$ cat src/rtl/rename_pkg.sv
package rename_pkg;

  localparam logic CLS_GP  = 1'b0;
  localparam logic CLS_EXT = 1'b1;

  // Strobes from the queue control to the mapping datapath.
  typedef struct packed {
    logic alloc;   // a destination takes the allocation slot this cycle
    logic retire;  // the oldest slot leaves the queue this cycle
    logic flush;   // speculative window discarded this cycle
  } ctrlStrobes_t;

endpackage

$ cat src/rtl/rename_queue_ctrl.sv
module rename_queue_ctrl
  import rename_pkg::*;
#(
  parameter int QDEPTH = 32,
  parameter int TAG_W  = $clog2(QDEPTH),
  parameter int PTR_W  = TAG_W + 1
) (
  input  logic             clk,
  input  logic             rst_n,
  input  logic             renValid,
  input  logic             renDstValid,
  input  logic             retValid,
  input  logic             flushValid,
  output logic             renStall,
  output logic [TAG_W-1:0] allocTag,
  output logic [TAG_W-1:0] retireTag,
  output ctrlStrobes_t     strobes
);

  logic [PTR_W-1:0] headPtr;
  logic [PTR_W-1:0] tailPtr;
  logic [PTR_W-1:0] occupancy;
  logic             qFull;
  logic             qEmpty;

  assign occupancy = tailPtr - headPtr;
  assign qFull     = (occupancy == PTR_W'(QDEPTH));
  assign qEmpty    = (occupancy == '0);

  assign renStall  = qFull;
  assign allocTag  = tailPtr[TAG_W-1:0];
  assign retireTag = headPtr[TAG_W-1:0];

  always_comb begin
    strobes        = '0;
    strobes.flush  = flushValid;
    strobes.alloc  = renValid && renDstValid && !qFull && !flushValid;
    strobes.retire = retValid && !qEmpty && !flushValid;
  end

  always_ff @(posedge clk) begin
    if (!rst_n) begin
      headPtr <= '0;
      tailPtr <= '0;
    end else if (strobes.flush) begin
      tailPtr <= headPtr;
    end else begin
      if (strobes.alloc)  tailPtr <= tailPtr + 1'b1;
      if (strobes.retire) headPtr <= headPtr + 1'b1;
    end
  end

  AST_NO_OVERFLOW: assert property (@(posedge clk) disable iff (!rst_n)
    (renStall && !flushValid) |=> (tailPtr == $past(tailPtr)));

  AST_TAG_STEP: assert property (@(posedge clk) disable iff (!rst_n)
    strobes.alloc |=> (allocTag == TAG_W'($past(allocTag) + 1'b1)));

  AST_EMPTY_RETIRE_IGNORED: assert property (@(posedge clk) disable iff (!rst_n)
    (retValid && (headPtr == tailPtr)) |=> (headPtr == $past(headPtr)));

  AST_FLUSH_EMPTIES: assert property (@(posedge clk) disable iff (!rst_n)
    flushValid |=> ((tailPtr == headPtr) && !renStall));

endmodule

$ cat src/rtl/rename_map_table.sv
module rename_map_table #(
  parameter int NREGS = 16,
  parameter int IDX_W = $clog2(NREGS),
  parameter int TAG_W = 5
) (
  input  logic             clk,
  input  logic             rst_n,
  input  logic             clearAll,
  input  logic             wrEn,
  input  logic [IDX_W-1:0] wrIdx,
  input  logic             wrQueued,
  input  logic [TAG_W-1:0] wrTag,
  input  logic             clrEn,
  input  logic [TAG_W-1:0] clrTag,
  input  logic [IDX_W-1:0] rdIdxA,
  input  logic [IDX_W-1:0] rdIdxB,
  output logic             rdQueuedA,
  output logic [TAG_W-1:0] rdTagA,
  output logic             rdQueuedB,
  output logic [TAG_W-1:0] rdTagB
);

  logic [NREGS-1:0] queued;
  logic [TAG_W-1:0] tagMem [NREGS];

  for (genvar i = 0; i < NREGS; i++) begin : gEntry
    always_ff @(posedge clk) begin
      if (!rst_n) begin
        queued[i] <= 1'b0;
        tagMem[i] <= '0;
      end else if (clearAll) begin
        queued[i] <= 1'b0;
      end else if (wrEn && (wrIdx == IDX_W'(i))) begin
        queued[i] <= wrQueued;
        tagMem[i] <= wrTag;
      end else if (clrEn && queued[i] && (tagMem[i] == clrTag)) begin
        queued[i] <= 1'b0;
      end
    end
  end

  assign rdQueuedA = queued[rdIdxA];
  assign rdTagA    = tagMem[rdIdxA];
  assign rdQueuedB = queued[rdIdxB];
  assign rdTagB    = tagMem[rdIdxB];

  AST_CLEAR_ALL: assert property (@(posedge clk) disable iff (!rst_n)
    clearAll |=> (queued == '0));

  AST_RETIRED_READ_ARCH: assert property (@(posedge clk) disable iff (!rst_n)
    (clrEn && !clearAll && !(wrEn && (wrIdx == rdIdxA)) && queued[rdIdxA]
      && (tagMem[rdIdxA] == clrTag)) |=> !queued[$past(rdIdxA)]);

endmodule

$ cat src/rtl/rename_datapath.sv
module rename_datapath
  import rename_pkg::*;
#(
  parameter int GP_REGS  = 16,
  parameter int EXT_REGS = 32,
  parameter int TAG_W    = 5,
  parameter int REG_W    = 5
) (
  input  logic             clk,
  input  logic             rst_n,
  input  ctrlStrobes_t     strobes,
  input  logic [TAG_W-1:0] allocTag,
  input  logic [TAG_W-1:0] retireTag,
  input  logic             renValid,
  input  logic             renClass,
  input  logic [REG_W-1:0] renDst,
  input  logic [REG_W-1:0] renSrcA,
  input  logic [REG_W-1:0] renSrcB,
  output logic             rspSrcAQueued,
  output logic [TAG_W-1:0] rspSrcATag,
  output logic             rspSrcBQueued,
  output logic [TAG_W-1:0] rspSrcBTag
);

  localparam int GP_IDX_W  = $clog2(GP_REGS);
  localparam int EXT_IDX_W = $clog2(EXT_REGS);

  // Staged destination mapping: written to the array one edge later.
  logic             stgValid;
  logic             stgClass;
  logic [REG_W-1:0] stgIdx;
  logic [TAG_W-1:0] stgTag;
  logic             commitQueued;

  always_ff @(posedge clk) begin
    if (!rst_n) begin
      stgValid <= 1'b0;
      stgClass <= CLS_GP;
      stgIdx   <= '0;
      stgTag   <= '0;
    end else if (strobes.flush) begin
      stgValid <= 1'b0;
    end else begin
      stgValid <= strobes.alloc;
      if (strobes.alloc) begin
        stgClass <= renClass;
        stgIdx   <= renDst;
        stgTag   <= allocTag;
      end
    end
  end

  // A staged slot that retires before it lands becomes architectural.
  assign commitQueued = !(strobes.retire && (retireTag == stgTag));

  logic [1:0]       tblQueuedA;
  logic [1:0]       tblQueuedB;
  logic [TAG_W-1:0] tblTagA [2];
  logic [TAG_W-1:0] tblTagB [2];

  for (genvar g = 0; g < 2; g++) begin : gTable
    localparam int NR = (g == 0) ? GP_REGS : EXT_REGS;
    localparam int IW = (g == 0) ? GP_IDX_W : EXT_IDX_W;

    rename_map_table #(
      .NREGS (NR),
      .IDX_W (IW),
      .TAG_W (TAG_W)
    ) u_table (
      .clk       (clk),
      .rst_n     (rst_n),
      .clearAll  (strobes.flush),
      .wrEn      (stgValid && (stgClass == 1'(g))),
      .wrIdx     (stgIdx[IW-1:0]),
      .wrQueued  (commitQueued),
      .wrTag     (stgTag),
      .clrEn     (strobes.retire),
      .clrTag    (retireTag),
      .rdIdxA    (renSrcA[IW-1:0]),
      .rdIdxB    (renSrcB[IW-1:0]),
      .rdQueuedA (tblQueuedA[g]),
      .rdTagA    (tblTagA[g]),
      .rdQueuedB (tblQueuedB[g]),
      .rdTagB    (tblTagB[g])
    );
  end

  logic bypassA;
  logic bypassB;

  assign bypassA = stgValid && (stgClass == renClass) && (stgIdx == renSrcA);
  assign bypassB = stgValid && (stgClass == renClass) && (stgIdx == renSrcB);

  assign rspSrcAQueued = bypassA || tblQueuedA[renClass];
  assign rspSrcATag    = bypassA ? stgTag : tblTagA[renClass];
  assign rspSrcBQueued = bypassB || tblQueuedB[renClass];
  assign rspSrcBTag    = bypassB ? stgTag : tblTagB[renClass];

  AST_GP_INDEX_RANGE: assert property (@(posedge clk) disable iff (!rst_n)
    (renValid && (renClass == CLS_GP)) |->
      ((int'(renDst) < GP_REGS) && (int'(renSrcA) < GP_REGS) && (int'(renSrcB) < GP_REGS)));

  AST_STAGE_FOLLOWS_ALLOC: assert property (@(posedge clk) disable iff (!rst_n)
    strobes.alloc |=> (stgValid && (stgTag == $past(allocTag))));

  AST_STAGE_DROPPED_ON_FLUSH: assert property (@(posedge clk) disable iff (!rst_n)
    strobes.flush |=> !stgValid);

  AST_BYPASS_SEES_NEW_TAG: assert property (@(posedge clk) disable iff (!rst_n)
    (strobes.alloc && !strobes.flush) |=>
      ((stgClass != renClass) || (stgIdx != renSrcA) || (rspSrcAQueued && (rspSrcATag == $past(allocTag)))));

endmodule

$ cat src/rtl/rename_core.sv
module rename_core
  import rename_pkg::*;
#(
  parameter  int GP_REGS  = 16,
  parameter  int EXT_REGS = 32,
  parameter  int QDEPTH   = 32,
  localparam int TAG_W    = $clog2(QDEPTH),
  localparam int REG_W    = (EXT_REGS > GP_REGS) ? $clog2(EXT_REGS) : $clog2(GP_REGS)
) (
  input  logic             clk,
  input  logic             rst_n,
  input  logic             renValid,
  input  logic             renClass,
  input  logic             renDstValid,
  input  logic [REG_W-1:0] renDst,
  input  logic [REG_W-1:0] renSrcA,
  input  logic [REG_W-1:0] renSrcB,
  input  logic             retValid,
  input  logic             flushValid,
  output logic             renStall,
  output logic [TAG_W-1:0] rspDstTag,
  output logic             rspSrcAQueued,
  output logic [TAG_W-1:0] rspSrcATag,
  output logic             rspSrcBQueued,
  output logic [TAG_W-1:0] rspSrcBTag
);

  ctrlStrobes_t     strobes;
  logic [TAG_W-1:0] allocTag;
  logic [TAG_W-1:0] retireTag;

  rename_queue_ctrl #(
    .QDEPTH (QDEPTH),
    .TAG_W  (TAG_W)
  ) u_ctrl (
    .clk         (clk),
    .rst_n       (rst_n),
    .renValid    (renValid),
    .renDstValid (renDstValid),
    .retValid    (retValid),
    .flushValid  (flushValid),
    .renStall    (renStall),
    .allocTag    (allocTag),
    .retireTag   (retireTag),
    .strobes     (strobes)
  );

  rename_datapath #(
    .GP_REGS  (GP_REGS),
    .EXT_REGS (EXT_REGS),
    .TAG_W    (TAG_W),
    .REG_W    (REG_W)
  ) u_dp (
    .clk           (clk),
    .rst_n         (rst_n),
    .strobes       (strobes),
    .allocTag      (allocTag),
    .retireTag     (retireTag),
    .renValid      (renValid),
    .renClass      (renClass),
    .renDst        (renDst),
    .renSrcA       (renSrcA),
    .renSrcB       (renSrcB),
    .rspSrcAQueued (rspSrcAQueued),
    .rspSrcATag    (rspSrcATag),
    .rspSrcBQueued (rspSrcBQueued),
    .rspSrcBTag    (rspSrcBTag)
  );

  assign rspDstTag = allocTag;

endmodule

$ cat config.mk
export PLATFORM = sky130hd
export DESIGN_NAME = rename_core
export DESIGN_NICKNAME = d
export VERILOG_FILES = /design/src/rtl/rename_pkg.sv /design/src/rtl/rename_queue_ctrl.sv /design/src/rtl/rename_map_table.sv /design/src/rtl/rename_datapath.sv /design/src/rtl/rename_core.sv
export SDC_FILE = /design/constraint.sdc
export NUM_CORES = 1
export LEC_CHECK = 0
export CAP_MARGIN = 20
export CORE_ASPECT_RATIO = 1.75
export CORE_UTILIZATION = 35
export DETAILED_ROUTE_END_ITERATION = 10
export SLEW_MARGIN = 5
export SYNTH_ARGS = -nofsm -noshare
export SYNTH_HDL_FRONTEND = slang
export SYNTH_SLANG_ARGS = --single-unit
export TNS_END_PERCENT = 100
$ cat constraint.sdc
create_clock -name clk -period 4.7 [get_ports clk]
set_input_delay 1.175 -clock clk [delete_from_list [all_inputs] [get_ports clk]]
set_output_delay 1.175 -clock clk [all_outputs]
set_load 0.02 [all_outputs]
==> run summary <==
number of diodes - 0
register share of total power - 0.473
Seq/Total Area, Yosys - 0.422
R2R Path End - u_dp.gTable[0].u_table.queued[10]
drt drc - 0
drt via density - 6.23
clk_skew - 0.0189 ns
initial antenna violation count - 5
vias in the first global route - 16600
Post-CTS Setup Bufs - 0
internal power - 4.83 mW
R2R setup slack - 1.39 ns
Netlist Area Pre-Place - 0.0205 mm²
Final #Nets - 1828
R2R depth - 7
Buf/Inv on CP - 4
Worst-path clk slew - 0.07 ns
CORE AREA - 0.0575 mm²
pin count of the biggest net entering global routing - 237
routed wire length - 74700 µm
grt ovf - 0
FMAX - 216 MHz
Period Utilization, post-route - 0.983
Setup Viol. Count Final - 0
Slew headroom - 0.226
routed vias - 16100
Synth cell types - 52
Syn Inst Count - 1805
area added between synthesis and finish - 12.6%
layout cell share with drive strength beyond 1 - 0.198
top_reg_cell synth - edfxtp_1
setup TNS - 0 ns
Critical Path End - rspSrcBQueued
DP HPWL - 50800 µm
post-layout min period - 4.62 ns
Tightest Pin Transition - 1.16 ns
hold violation count in the final report - 0
Worst EP required - 3.52 ns
Pleak - 8.47 nW
CP endpoint kind - output port
# Max-Cap Violations - 0
CP peak stage delay - 0.52 ns
worst setup path start - renSrcB[0]
clock root buffer - clkbuf_16
Row Count - 116
initial core utilization - 0.356
syn avg cell area - 11.3 µm²
origin of the critical flop-to-flop path - u_ctrl.headPtr[4]
VDD IR max - 0.280 mV
hold_buf cts - 0
EDFF count, synth - 240
power density cells - 288 mW/mm²
RSZ-0062 raised after global routing - no
cts bufs inserted - 28
Setup CP Type - primary input to output port
WL/cell - 28.9 µm
WP depth - 10
io pins - 40
CTS tree - built
CP top delay family - multiplexers
Slew Limit Fails - 0
RePlAce Congestion - 1.03
fin util - 0.401
ys async rst share - 0
DIE AREA - 0.0595 mm²
NetSw - 1.81 mW
Crit-path slowest cell - mux4_2
synth warn - 0
worst endpoint data arrival time - 3.45 ns
FILL cells - 5501
worst hold start - u_dp.gTable[0].u_table.queued[2]
first-pass GRT wire length - 109000 µm
DIE HEIGHT - 322 µm
startpoint types - primary input
Clk network pwr share - 0.368
outcome - finished, final reports clean
CTS Buffer Depth - 3
CP Cell Sequence - buf_4 > buf_12 > mux4_2 > mux4_2 > mux2i_1 > nand2_1 > o21ai_0 > buf_4 > nand2_1 > dlygate4sd2_1
switching share of power - 0.272
PortBufs - 39
synthesized flop and latch total - 312
Skew-Pair Late Insertion Delay - 0.60 ns
die width - 185 µm
syn_nets - 1834
GRT Total Usage - 0.255
Final ANT Viol Nets - 0
clk sinks - 312
Comb power frac - 0.159
CTS H-tree lvls - 1
CP Max Fanout - 16
DRT Pass-1 Iters - 5
initial drt markers - 1630
Hold WC Path Type - flip-flop to flip-flop
-- cell type report --
class | count | area (µm²) | area share
flip-flops and latches | 312 | 8670 | 0.376
well taps | 767 | 960 | 0.0416
clock buffers | 40 | 830 | 0.0360
multi-input cells | 1294 | 11000 | 0.479
repair buffers | 148 | 1380 | 0.0597
clock inverters | 12 | 123 | 0.00532
inverters | 15 | 56.3 | 0.00244
-- layer usage --
| metal | up-vias | global-route usage | part of all wire |
|---|---|---|---|
| met4 | 8 | 0.215 | 0.095 |
| met2 | 856 | 0.444 | 0.51 |
| met5 | - | 0 | 0.00071 |
| met3 | 311 | 0.0404 | 0.074 |
| li1 | 6798 | - | - |
| met1 | 8162 | 0.265 | 0.32 |
-- state kept, by name (all words and copies together) (netlist names) --
register / cells
u_dp.gTable.u_table.tagMem: 240
u_dp.gTable.u_table.queued: 48
u_ctrl.headPtr: 6
u_ctrl.tailPtr: 6
u_dp.stgIdx: 5
u_dp.stgTag: 5
u_dp.stgClass: 1
u_dp.stgValid: 1
-- synthesized netlist by cell type, types with 2 or more instances --
master    count  area, µm²
xnor2_1     106        928
o32ai_2      10        163
nand3_1      69        345
nand2b_1      2       12.5
clkinv_1      2       7.51
xor2_1      152       1330
a21oi_1      21        105
dfxtp_1      72       1440
buf_6         3       33.8
or4_1         3       22.5
nand4_1       8       50.1
o21ai_0      34        170
mux2i_1      24        240
ha_1          7       87.6
mux4_2      166       3740
a31o_2        2       17.5
a22oi_1       9       67.6
buf_1        36        135
a211oi_1      2       15.0
or2_2         2       12.5
a221oi_1      4       35.0
o221ai_1      8       70.1
and2_1        8       50.1
nor3_1      102        510
a22o_1        7       61.3
nor2_1      156        586
and3_1      142        888
nor2b_1      14       87.6
nand2_1     120        450
edfxtp_1    240       7210
buf_4         7       52.6
o32ai_1      38        333
o21a_1        2       15.0
nand3b_1     10       75.1
buf_2        21        105
o31ai_1      50        375
inv_1        12       45.0
a31oi_1       3       18.8
or3_1         2       12.5
clkbuf_1    117        439
-- metrics by stage --
step / total power, mW / hold slack (ns) / cells / worst slack (ns) / cell area (µm²)
after floorplan: 3.83 / 0.452 / 1805 / 0.251 / 20500
after global placement: 4.22 / 0.460 / 2536 / -0.264 / 22100
after global routing: 6.80 / 0.513 / 2588 / 0.00435 / 23100
final: 6.64 / 0.489 / 2588 / 0.0779 / 23100
after detailed placement: 4.24 / 0.481 / 2536 / -0.249 / 22100
after CTS: 6.64 / 0.492 / 2588 / 0.0314 / 23000
-- cells by family (layout without fill, tap and decap cells) --
| kind of cell | after synthesis | count (layout) | share of synthesized area |
|---|---|---|---|
| and+or+nand+nor | 641 | 641 | 0.153 |
| DFF | 312 | 312 | 0.422 |
| xor gates and xnor gates | 258 | 258 | 0.110 |
| buffers and inverters | 199 | 215 | 0.0402 |
| AOI/OAI and AO/OA | 198 | 198 | 0.0758 |
| muxes | 190 | 190 | 0.194 |
| adders and majority gates | 7 | 7 | 0.00428 |
-- layout by cell type (no fill, tap or decap), drive strengths merged, types with 10 or more instances in the layout --
master | Yosys | layout
mux2i | 24 | 24
inv | 13 | 13
nor2b | 14 | 14
and3 | 142 | 142
o32ai | 48 | 48
nor2 | 156 | 156
clkinv | 2 | 11
buf | 67 | 115
dlygate4sd2 | 0 | 12
nand2 | 120 | 120
o31ai | 50 | 50
xnor2 | 106 | 106
a21oi | 21 | 21
dfxtp | 72 | 72
edfxtp | 240 | 240
clkdlybuf4s50 | 0 | 21
xor2 | 152 | 152
nand3 | 69 | 69
o21ai | 34 | 34
nand3b | 10 | 10
clkbuf | 117 | 40
nor3 | 102 | 102
mux4 | 166 | 166
-- worst min-delay path, delay by kind of cell (launching register included) --
family          cells  cell delay [ns]
flops               1             0.32
simple gates        1             0.06
compound gates      1             0.07
-- what timing repair did --
action	in CTS	in global routing
endpoints found under the setup margin	12	3
pin swaps	0	0
gates resized for setup	19	4
-- power groups by stage --
stage	registers [mW]	logic (mW)	clock network [mW]
after floorplan	3.15	0.680	0
after global placement	3.19	1.03	0
after detailed placement	3.20	1.04	0
after CTS	3.14	1.04	2.46
after global routing	3.15	1.10	2.55
final	3.14	1.05	2.44
-- how the worst min path moves through the flow --
| stage | to | depth (start not counted) |
|---|---|---|
| global placement | u_dp.gTable[0].u_table.queued[10] | 2 |
| CTS | u_dp.gTable[0].u_table.queued[15] | 2 |
| floorplan | u_dp.gTable[0].u_table.queued[10] | 2 |
| detailed placement | u_dp.gTable[0].u_table.queued[15] | 2 |
| finish | u_dp.gTable[0].u_table.queued[2] | 2 |
| global route | u_dp.gTable[1].u_table.queued[29] | 2 |
(Power assumes the default switching activity.)
